<file path="src/rtl/rpic_pkg.sv">
package rpic_pkg;
  localparam int unsigned N   = 8;
  localparam int unsigned LW  = $clog2(N);
  localparam int unsigned PW  = LW + 1;
  localparam int unsigned DW  = 8;
  localparam int unsigned VBW = DW - LW;
  localparam int unsigned CASCADE_LINE = 2;

  typedef enum logic [1:0] {IW_IDLE, IW_BASE, IW_SECOND, IW_FOURTH} iw_e;

  typedef struct packed {
    logic [N-1:0]   imr;
    logic [N-1:0]   isr;
    logic [LW-1:0]  base;
    logic [VBW-1:0] vbase;
    logic           rsel;
    logic           poll;
    logic           smm;
    logic           aeoi;
    logic           rot_aeoi;
    logic           sfnm;
    logic           init4;
    iw_e            iw;
  } ctl_t;

  function automatic logic [LW-1:0] line_of(logic [LW-1:0] prio, logic [LW-1:0] base);
    return prio + base;
  endfunction
endpackage

</file>
<file path="src/rtl/rpic_prio.sv">
module rpic_prio
  import rpic_pkg::*;
(
  input  logic [N-1:0]  vec_i,
  input  logic [LW-1:0] base_i,
  output logic [PW-1:0] prio_o
);
  logic [N-1:0] rot;

  for (genvar i = 0; i < N; i++) begin : g_rot
    localparam logic [LW-1:0] IDX = LW'(i);
    assign rot[i] = vec_i[IDX + base_i];
  end

  // prio_o == N means empty
  always_comb begin
    prio_o = PW'(N);
    for (int i = N - 1; i >= 0; i--) begin
      if (rot[i]) prio_o = PW'(i);
    end
  end
endmodule

</file>
<file path="src/rtl/rpic_req.sv">
module rpic_req
  import rpic_pkg::*;
(
  input  logic         clk_i,
  input  logic         rst_ni,
  input  logic         init_i,
  input  logic [N-1:0] level_i,
  input  logic [N-1:0] irq_i,
  input  logic [N-1:0] clr_i,
  output logic [N-1:0] irr_o
);
  logic [N-1:0] prev_q;

  always_ff @(posedge clk_i or negedge rst_ni) begin
    if (!rst_ni) begin
      prev_q <= '0;
      irr_o  <= '0;
    end else if (init_i) begin
      prev_q <= '0;
      irr_o  <= '0;
    end else begin
      prev_q <= irq_i;
      irr_o  <= (level_i & irq_i) |
                (~level_i & ((irr_o & ~clr_i) | (irq_i & ~prev_q)));
    end
  end
endmodule

</file>
<file path="src/rtl/rpic_top.sv">
module rpic_top
  import rpic_pkg::*;
#(
  parameter bit IS_MASTER = 1'b1
) (
  input  logic          clk_i,
  input  logic          rst_ni,
  input  logic [N-1:0]  irq_i,
  input  logic [N-1:0]  trig_level_i,
  input  logic          wr_i,
  input  logic          rd_i,
  input  logic          addr_i,
  input  logic [DW-1:0] wdata_i,
  output logic [DW-1:0] rdata_o,
  input  logic          ack_i,
  output logic          int_o,
  output logic          ack_valid_o,
  output logic [LW-1:0] ack_line_o,
  output logic [DW-1:0] ack_vec_o
);
  localparam logic [N-1:0] CAS_BIT = {{(N-1){1'b0}}, 1'b1} << CASCADE_LINE;

  ctl_t st_q, st_n;
  logic [N-1:0]  irr_q, irr_clr, srv_cmp;
  logic [PW-1:0] req_prio, srv_prio, eoi_prio;
  logic [LW-1:0] win_line, eoi_line;
  logic          win, eoi_found;
  logic          wr0, wr1, is_init, is_ocw3, is_ocw2, poll_rd;
  logic [2:0]    cmd;
  logic [DW-1:0] rd_val;

  assign wr0     = wr_i && !addr_i;
  assign wr1     = wr_i && addr_i;
  assign is_init = wr0 && wdata_i[4];
  assign is_ocw3 = wr0 && !wdata_i[4] && wdata_i[3];
  assign is_ocw2 = wr0 && !wdata_i[4] && !wdata_i[3];
  assign cmd     = wdata_i[7:5];
  assign poll_rd = rd_i && st_q.poll;

  rpic_req u_req (
    .clk_i, .rst_ni, .init_i(is_init), .level_i(trig_level_i),
    .irq_i, .clr_i(irr_clr), .irr_o(irr_q)
  );

  assign srv_cmp = st_q.isr & ~(st_q.smm ? st_q.imr : '0)
                 & ~((IS_MASTER && st_q.sfnm) ? CAS_BIT : '0);

  rpic_prio u_req_pr (.vec_i(irr_q & ~st_q.imr), .base_i(st_q.base), .prio_o(req_prio));
  rpic_prio u_srv_pr (.vec_i(srv_cmp),           .base_i(st_q.base), .prio_o(srv_prio));
  rpic_prio u_eoi_pr (.vec_i(st_q.isr),          .base_i(st_q.base), .prio_o(eoi_prio));

  assign win       = (req_prio < srv_prio);
  assign win_line  = line_of(req_prio[LW-1:0], st_q.base);
  assign eoi_found = !eoi_prio[LW];
  assign eoi_line  = line_of(eoi_prio[LW-1:0], st_q.base);
  assign int_o     = win;

  always_comb begin
    st_n    = st_q;
    irr_clr = '0;
    if (ack_i && win) begin
      if (st_q.aeoi) begin
        if (st_q.rot_aeoi) st_n.base = win_line + LW'(1);
      end else begin
        st_n.isr[win_line] = 1'b1;
      end
      irr_clr[win_line] = !trig_level_i[win_line];
    end
    if (poll_rd) begin
      st_n.poll = 1'b0;
      if (win) begin
        st_n.isr[win_line] = 1'b0;
        irr_clr[win_line]  = 1'b1;
      end
    end
    if (is_ocw2) begin
      case (cmd)
        3'd0, 3'd4: st_n.rot_aeoi = cmd[2];
        3'd1, 3'd5: if (eoi_found) begin
          st_n.isr[eoi_line] = 1'b0;
          if (cmd[2]) st_n.base = eoi_line + LW'(1);
        end
        3'd3: st_n.isr[wdata_i[LW-1:0]] = 1'b0;
        3'd6: st_n.base = wdata_i[LW-1:0] + LW'(1);
        3'd7: begin
          st_n.isr[wdata_i[LW-1:0]] = 1'b0;
          st_n.base = wdata_i[LW-1:0] + LW'(1);
        end
        default: ;
      endcase
    end
    if (is_ocw3) begin
      if (wdata_i[2]) st_n.poll = 1'b1;
      if (wdata_i[1]) st_n.rsel = wdata_i[0];
      if (wdata_i[6]) st_n.smm  = wdata_i[5];
    end
    if (wr1) begin
      case (st_q.iw)
        IW_IDLE:   st_n.imr = wdata_i;
        IW_BASE: begin
          st_n.vbase = wdata_i[DW-1:LW];
          st_n.iw    = IW_SECOND;
        end
        IW_SECOND: st_n.iw = st_q.init4 ? IW_FOURTH : IW_IDLE;
        default: begin
          st_n.sfnm = wdata_i[4];
          st_n.aeoi = wdata_i[1];
          st_n.iw   = IW_IDLE;
        end
      endcase
    end
    if (is_init) begin
      st_n       = '0;
      st_n.iw    = IW_BASE;
      st_n.init4 = wdata_i[0];
    end
  end

  always_comb begin
    if (st_q.poll)   rd_val = win ? DW'(win_line) : DW'(N - 1);
    else if (addr_i) rd_val = st_q.imr;
    else if (st_q.rsel) rd_val = st_q.isr;
    else             rd_val = irr_q;
  end

  always_ff @(posedge clk_i or negedge rst_ni) begin
    if (!rst_ni) begin
      st_q        <= '0;
      rdata_o     <= '0;
      ack_valid_o <= 1'b0;
      ack_line_o  <= '0;
      ack_vec_o   <= '0;
    end else begin
      st_q <= st_n;
      if (rd_i) rdata_o <= rd_val;
      ack_valid_o <= ack_i && win;
      if (ack_i) begin
        ack_line_o <= win ? win_line : LW'(N - 1);
        ack_vec_o  <= {st_q.vbase, (win ? win_line : LW'(N - 1))};
      end
    end
  end
endmodule

</file>
<file path="config.mk">
export PLATFORM = sky130hd
export DESIGN_NAME = rpic_top
export DESIGN_NICKNAME = d
export VERILOG_FILES = /design/src/rtl/rpic_pkg.sv /design/src/rtl/rpic_prio.sv /design/src/rtl/rpic_req.sv /design/src/rtl/rpic_top.sv
export SDC_FILE = /design/constraint.sdc
export NUM_CORES = 1
export LEC_CHECK = 0
export ABC_AREA = 0
export ABC_CLOCK_PERIOD_IN_PS = 10300
export BUFFER_PORTS_ARGS = -buffer_cell sky130_fd_sc_hd__buf_2
export CAP_MARGIN = 25
export CORE_MARGIN = 2
export CORE_UTILIZATION = 40
export DETAILED_ROUTE_END_ITERATION = 10
export GPL_TIMING_DRIVEN = 0
export MAX_ROUTING_LAYER = met4
export PLACE_DENSITY = 0.57
export SLEW_MARGIN = 20
export SYNTH_ARGS = -nofsm -noshare
export SYNTH_HDL_FRONTEND = slang
export SYNTH_HIERARCHICAL = 1
export SYNTH_SLANG_ARGS = --single-unit
</file>
<file path="constraint.sdc">
create_clock -name clk_i -period 10.3 [get_ports clk_i]
set_input_delay 1.03 -clock clk_i [delete_from_list [all_inputs] [get_ports clk_i]]
set_output_delay 1.03 -clock clk_i [all_outputs]
set_load 0.01 [all_outputs]
</file>
Yosys cells after proc, flatten, opt, wreduce, memory -nomap -nowiden
Index checks and enable logic that the tools add are counted.
Cells by class
  add/sub/neg operators: 12
  multipliers: 0
  divide/modulo/power cells: 0
  order comparisons: 15
  eq/ne operators: 10
  shift-type cells: 0
  multiplexer cells: 122
  bitwise operators: 24
  reductions and logical operators: 37
Operators by type and width (count)
  $mux W8: 14
  $mux W4: 24
  $and A8 B8 Y8: 11
  $bmux W1 S3: 25
  $not A8 Y8: 8
  $lt A3 B4 Y1 const B: 11
  $mux W1: 38
  $mux W11: 3
  $mux W33: 1
  $or A8 B8 Y8: 4
  $mux W3: 7
  $pmux W8 S2: 1
  $reduce_bool A2 Y1: 8
  $reduce_and A2 Y1: 7
  $add A3 B3 Y3 const A: 4
  $eq A3 B3 Y1 const B: 4
  $logic_and A1 B1 Y1: 11
  $mux W5: 2
  $add A3 B1 Y3 const B: 3
  $demux W1 S3: 3
  $ge A3 B1 Y1 const B: 3
  $not A3 Y8: 1
  $reduce_or A2 Y1: 4
  $add A2 B3 Y3 const A: 2
  other kinds (16): 21
Word-level totals
  flip-flop bits (word level): 69
  bits in latches: 0
  RAM bits: 0
  memory bits (read-only): 0
  input port bits: 30
  output and inout bits: 21
  word-level logic and storage cells: 238
  memories: 0

Logic depth before layout (Yosys ltp)
Gate-level depths: netlist of run 1.
  depth after elaboration: 28
  mapped depth: 21
  mapped depth without buffers: 17

By module
Netlist of run 1, hierarchy kept.
Modules (own cells, without submodules)
  rpic_top: times used 1, cells an instance 385, area an instance 3353.2 sq um, seq. area each 1251.2 sq um
  rpic_prio: times used 3, cells an instance 63, area an instance 688.2 sq um, seq. area each 0.0 sq um
  rpic_req: times used 1, cells an instance 49, area an instance 701.9 sq um, seq. area each 400.4 sq um

Least setup slack after synthesis of run 1
OpenSTA, ideal clock, no wires.
  path type: reg2out
  start: register st_q[15] (netlist bit)
  end: output int_o
  arrival: 3.542 ns
  required time: 9.270 ns
  setup slack: 5.728 ns
  stages on the path, launching flop included: 13
  path buffers: 1
  path through: dfrtp_1 inv_1 ha_1 buf_6 mux2_2 mux4_1 nor2_2 nand2_1 a32o_1 ha_1 o211ai_1 o21ai_0 inv_1
On the way
  cells in the longest elaborated chain, start to end: 12
  elaborated cells on any way between the ends: 56
  those cells by class: add/sub (7); order compare (1); mux (48)
RTL lines
  from (decl): RTL line rpic_top.sv:23  | ctl_t st_q, st_n;
  from (signal assigned): RTL line rpic_top.sv:134  | st_q <= st_n;
  $add A3 B3 Y3: RTL line rpic_prio.sv:12  | assign rot[i] = vec_i[IDX + base_i];
  $bmux W1 S3: RTL line rpic_prio.sv:12
  $mux W1 (not written as such): RTL line rpic_prio.sv:12
  $mux W4 (7 in a row): RTL line rpic_prio.sv:19  | if (rot[i]) prio_o = PW'(i);
  $mux W4 (*): RTL line rpic_prio.sv:19
  named net req_prio[2]: RTL line rpic_top.sv:25  | logic [PW-1:0] req_prio, srv_prio, eoi_prio;
  $lt A4 B4 Y1 (*): RTL line rpic_top.sv:52  | assign win = (req_prio < srv_prio);
  to (decl): RTL line rpic_top.sv:16  | output logic int_o,
The timed path passes the listed nets; every way through them passes the cells marked *. The select of a mux whose other input is x is not followed.

Worst setup path after layout of run 1
  start: register st_q[15] (netlist bit)
  end: output int_o
On the way
  cells in the longest elaborated chain, start to end: 12
  elaborated cells on any way between the ends: 56
  those cells by class: add/sub (7); order compare (1); mux (48)
RTL lines (RTL line)
  $add A3 B3 Y3: rpic_prio.sv:12
  $bmux W1 S3: rpic_prio.sv:12
  $mux W1 (not written as such): rpic_prio.sv:12
  $mux W4 (7 in a row): rpic_prio.sv:19
  $mux W4 (*): rpic_prio.sv:19
  named net srv_prio[1]: rpic_top.sv:25
  $lt A4 B4 Y1 (*): rpic_top.sv:52
Marked as above.

==> flow_summary.ini, run 1 <==
[outcome]
outcome = finished, final reports clean

[global_routing]
grt_antenna_before_repair = 0
gr-total-overflow = 0
track_usage_pct = 21.3
grt_pass1_wl_um = 26800
grt_max_degree = 57
grt_pass1_vias = 5046

[logic_synthesis]
synthFlopType = dfrtp_1
ys_ff_latch = 66
syn_area_um2 = 6120
synth_cells = 623
async_reset_ff_share_pct = 100
ys_seq_area_share_pct = 27.0
yosys_warnings = 6
avgSynthCellArea_um2 = 9.82
synth_edf_count = 0
syn-num-nets = 673
yosysUniqueCellTypes = 60

[placement]
hpwl_um = 12800
place_area_um2 = 6620
pre_cts_slack_ns = 4.66
gp_congestion = 0.873
io_buffers = 47

[sta]
fin_skew_ns = 0.00421
min_period_over_period_pct = 58.3
relSlewSlack_pct = 43.4
finalCriticalPeriod_ns = 6.00
drv_slew = 0
rsz0062_at_grt = false
setup_viol = 0
worst_slack_ns = 4.30
fmax_mhz = 167
worst_pin_slew_ns = 0.847
hold_viol_final = 0
tns_ns = 0

[critical_path]
crit_path_end_kind = output pin
arrival_ns = 4.97
critPathKind = reg2out
cp-start-kind = flip-flop
worstPathCellList = inv_1 -> ha_1 -> buf_6 -> mux2_2 -> mux4_1 -> nor3_1 -> a21oi_1 -> o22ai_1 -> inv_1 -> ha_1 -> nor3b_1 -> o21ai_0 -> inv_1 -> buf_2
required_ns = 9.27
crit_fanout = 18
slowest_delay_ns = 0.88
critPathSlowestCell = dfrtp_1
crit_path_frequent_cell = inv_1
path_delay_family = simple AND/OR/NAND/NOR gates
critical_path_buf_inv_count = 5

[clock_tree]
htreeDepth = 3
cts_buffers = 9
worstSkewPairLatency_ns = 0.33
cts_root_buf = clkbuf_16
cts_tree = built
cts_resized = 0
ctsHoldBuffers = 0
cts_max_path_buffers = 2
post_cts_buffers = 0
clkSlewWorstSetupHoldPaths_ns = 0.05
cts_sinks = 66

[detailed_routing]
ant_nets = 0
viasPerCell = 5.78
drt_iter0_markers = 318
routedWlPerCell_um = 18.6
vias = 5057
firstDrtPassIters = 5
drt_wl_total_um = 16300
route.detailed.drc = 0

[final_layout]
nets = 732
utilization_pct = 45.9
final_area_um2 = 6930
drive_above_1_share_pct = 23.7
area_growth_pct = 13.2
fillers = 1434
num_antenna_cells = 0

[die]
core_um2 = 15100
die_w_um = 128
die_h_um = 128
row_count = 45
ios = 51
dieArea_um2 = 16300
initial_core_util_pct = 40.6

[flow_run]
drv_cap = 0

[hold_path]
hp-class = reg2reg
final cells by class:
type	count	area, um2	area share [%]
multi-input cells	480	4050	58.5
clock buffers	10	239	3.45
well taps	188	235	3.40
inverters	38	143	2.06
repair buffers	48	265	3.83
clock inverters	6	66.3	0.958
plain buffers	39	273	3.94
flip-flops and latches	66	1650	23.8
cell families after synthesis:
group                    synth area share (%)
AO/OA/AOI/OAI                            14.7
XOR/XNOR                                 2.60
adder cells (fa/ha/maj)                  4.33
buffers and inverters                    6.79
flip-flops                               27.0
multiplexers                             27.2
AND/OR/NAND/NOR                          17.3
cells in the final DEF, fill, tap and decap left out, types with 4 or more instances in the layout:
master | synthesis | routed
a21boi_0 | 7 | 7
a21o_1 | 11 | 11
a21oi_1 | 26 | 26
a22o_1 | 10 | 10
a22oi_1 | 6 | 6
a31oi_1 | 10 | 10
a32o_1 | 5 | 5
a32oi_1 | 4 | 4
and2_1 | 7 | 7
and2b_1 | 5 | 5
and3_1 | 4 | 4
buf_2 | 8 | 54
buf_4 | 4 | 5
buf_6 | 7 | 7
clkbuf_1 | 15 | 15
clkbuf_16 | 0 | 9
dfrtp_1 | 66 | 66
ha_1 | 18 | 18
inv_1 | 38 | 38
mux2_2 | 47 | 47
mux2i_1 | 45 | 45
mux4_1 | 18 | 18
mux4_2 | 6 | 6
nand2_1 | 35 | 35
nand2b_1 | 12 | 12
nand3_1 | 28 | 28
nor2_1 | 34 | 34
nor2b_1 | 26 | 26
nor3_1 | 16 | 16
nor4b_2 | 8 | 8
o21ai_0 | 33 | 33
o22ai_1 | 8 | 8
o2bb2ai_1 | 5 | 5
xnor2_1 | 7 | 7
metrics by stage:
stage	cells	hold slack (ns)
after floorplan	623	0.446
after global placement	858	0.471
after detailed placement	859	0.478
after CTS	875	0.490
after global routing	875	0.494
final	875	0.482
Yosys cell counts, drive strengths merged, types with 2 or more instances:
master / instances / area, um2
a21boi: 7 / 52.6
a21o: 11 / 82.6
a21oi: 26 / 130
a22o: 10 / 87.6
a22oi: 7 / 57.6
a31oi: 10 / 62.6
a32o: 5 / 50.1
a32oi: 5 / 51.3
and2: 7 / 43.8
and2b: 6 / 47.6
and3: 4 / 25.0
buf: 24 / 216
clkbuf: 15 / 56.3
dfrtp: 66 / 1650
fa: 2 / 40.0
ha: 18 / 225
inv: 38 / 143
mux2: 53 / 608
mux2i: 45 / 450
mux4: 24 / 608
nand2: 35 / 131
nand2b: 12 / 75.1
nand3: 28 / 140
nand4: 2 / 12.5
nor2: 40 / 180
nor2b: 26 / 163
nor3: 16 / 80.1
nor3b: 3 / 22.5
nor4b: 8 / 120
o211ai: 2 / 20.0
o21ai: 35 / 179
o22ai: 8 / 50.1
o2bb2ai: 5 / 43.8
xnor2: 7 / 61.3
xnor3: 2 / 46.3
xor2: 3 / 26.3
registers in the layout (all words and copies together), names as in the netlist:
signal and cells:
st_q 33, u_req/irr_o 8, ack_valid_o 1, ack_line_o 2, ack_vec_o 6, rdata_o 8, u_req/prev_q 8
per-layer routing:
| metal | global-route usage, % | wire length (um) | vias to the layer above | share of wire [%] |
|---|---|---|---|---|
| li1 | - | - | 2426 | - |
| met1 | 27.9 | 7440 | 2462 | 46 |
| met2 | 34.3 | 7880 | 138 | 48 |
| met3 | 2.92 | 593 | 31 | 3.6 |
| met4 | 6.92 | 393 | 0 | 2.4 |
| met5 | - | 0 | - | 0 |
path summary, 6_finish.rpt:
| kind | startpoint | endpoint | slack, ns | depth (start not counted) |
|---|---|---|---|---|
| worst max-delay path | st_q[15] | int_o | 4.30 | 14 |
| worst min-delay path | rdata_o[5] | rdata_o[5] | 0.48 | 1 |
| worst max register to register | st_q[15] | u_req/irr_o[4] | 4.92 | 17 |
| worst min register to register | rdata_o[5] | rdata_o[5] | 0.48 | 1 |
| max in group asynchronous | rst_ni | rdata_o[4] | 9.23 | 2 |
| min in group asynchronous | rst_ni | st_q[10] | 0.53 | 1 |
Power of run 1 is not shown: default switching activity piles up to over one toggle a cycle in this logic, so the estimate is an artifact.
==> run 2, diff against run 1 <==
Settings changed: ABC_CLOCK_PERIOD_IN_PS 10300 to 5200, PLACE_DENSITY 0.57 to 0.59.
Clock period 10.3 ns to 5.2 ns, I/O delays scaled along.
==> run 2 against run 1 <==
  * Global-route usage increased by 0.33 points
  * Hold slack got worse by 0.35 ns
  * Core utilization rose by 0.56 points
  * Clock-buffer cell count unchanged
  * Critical path type unchanged
  * Register-to-register slack got worse by 4.6 ns
  * Critical endpoint unchanged
==> flow_summary.ini, run 2 (synthesized netlist as in run 1, its figures left out) <==
[global_routing]
met3_usage_pct = 1.75
track_usage_pct = 21.6
grt.busiest_layer = met2
gr-total-overflow = 0
grt_max_degree = 35
grt_antenna_before_repair = 0
grt_pass1_vias = 5118
grtUsageMet1_pct = 28.2
grt_use_met2_pct = 36.0
grt_pass1_wl_um = 27200

[detailed_routing]
vias = 5121
route.detailed.drc = 0
ant_nets = 0
viasPerCell = 5.79
routedWlPerCell_um = 18.8
firstDrtPassIters = 6
drt_wl_total_um = 16600
drt_iter0_markers = 383

[flow_run]
drv_cap = 0

[die]
die_h_um = 128
die_w_um = 128
row_count = 45
initial_core_util_pct = 40.6
dieArea_um2 = 16300
ios = 51
core_um2 = 15100

[placement]
hpwl_um = 12900
pre_cts_slack_ns = -0.114
io_buffers = 47
placed_cells = 859
gp_congestion = 0.924

[final_layout]
multiInputGateArea_um2 = 4070
largest_reg_flops = 33
fillers = 1445
drive_above_1_share_pct = 25.6
num_antenna_cells = 0
register_area_um2 = 1660
fin_cells = 884
area_growth_pct = 14.5
layout_commonest_cell = dfrtp_1
nets = 741
top_register = st_q
layout_common_cells = 64 x dfrtp_1, 53 x buf_2, 47 x mux2_2

[critical_path]
critPathSlowestCell = mux4_1
crit_fanout = 10
cp-start-kind = flip-flop
required_ns = 4.68
slowest_delay_ns = 0.53
path_delay_family = buffers and inverters
worstPathCellList = buf_4 -> buf_6 -> buf_12 -> inv_1 -> ha_1 -> buf_6 -> mux2_2 -> mux4_1 -> nor3_1 -> a21oi_1 -> o22ai_1 -> inv_1 -> ha_1 -> nor3b_2 -> o21ai_0 -> inv_1 -> buf_2
arrival_ns = 4.44
critical_path_buf_inv_count = 8
crit_path_frequent_cell = inv_1
critPathKind = reg2out
crit_path_end_kind = output pin

[sta]
worst_pin_slew_ns = 0.732
fin_skew_ns = 0.00672
min_period_over_period_pct = 95.4
hold_viol_final = 0
drv_slew = 0
worst_slack_ns = 0.237
setup_viol = 0
relSlewSlack_pct = 50.8
fmax_mhz = 201
finalCriticalPeriod_ns = 4.96

[clock_tree]
cts_tree = built
htreeDepth = 3
cts_buffers = 9
cts_sinks = 66
cts_max_path_buffers = 2
cts_root_buf = clkbuf_16
clkSlewWorstSetupHoldPaths_ns = 0.06
worstSkewPairLatency_ns = 0.34

[outcome]
outcome = finished, final reports clean

[hold_path]
hp-class = in2async
==> run 2: timing repair <==
| item | 4_1_cts | 5_1_grt |
|---|---|---|
| gates cloned | 0 | 0 |
| hold buffers | 0 | 0 |
| endpoints found under the hold margin | 0 | 0 |
| setup endpoints to repair | 8 | 14 |
| gates resized for setup | 2 | 6 |
| setup buffers | 1 | 8 |
| pin swaps | 1 | 1 |
==> run 2: metal layers <==
| metal | up-vias | wire (um) |
|---|---|---|
| met2 | 123 | 8130 |
| met5 | - | 0 |
| met4 | 0 | 348 |
| met1 | 2528 | 7610 |
| met3 | 29 | 493 |
| li1 | 2441 | - |
==> run 2: area by class of cell <==
type / instances / area share, %
clock inverters: 6 / 0.946
multi-input cells: 480 / 58.1
repair buffers: 57 / 4.64
inverters: 38 / 2.03
clock buffers: 10 / 3.41
plain buffers: 39 / 3.93
flip-flops and latches: 66 / 23.6
well taps: 188 / 3.36
==> run 2: metrics by stage <==
step                hold WS, ns  util, %  TNS [ns]  instance area [um2]
detailed placement        0.479     43.8    -0.422                 6610
finish                    0.135     46.5         0                 7010
global placement          0.472     43.7    -0.423                 6590
CTS                       0.151     45.9         0                 6930
global route              0.167     46.5  -0.00166                 7010
floorplan                 0.224        -         0                 6120
==> run 2: worst paths after layout <==
path | end | slack (ns) | start | cells after the start
max | int_o | 0.24 | st_q[14] | 17
min | st_q[11] | 0.13 | rst_ni | 1
max reg2reg | u_req/irr_o[0] | 0.31 | st_q[14] | 20
min reg2reg | rdata_o[5] | 0.49 | rdata_o[5] | 1
max in group asynchronous | rdata_o[7] | 4.52 | rst_ni | 2
min in group clk_i | u_req/prev_q[2] | 0.42 | irq_i[2] | 2
Power of run 2 is left out for the same reason.
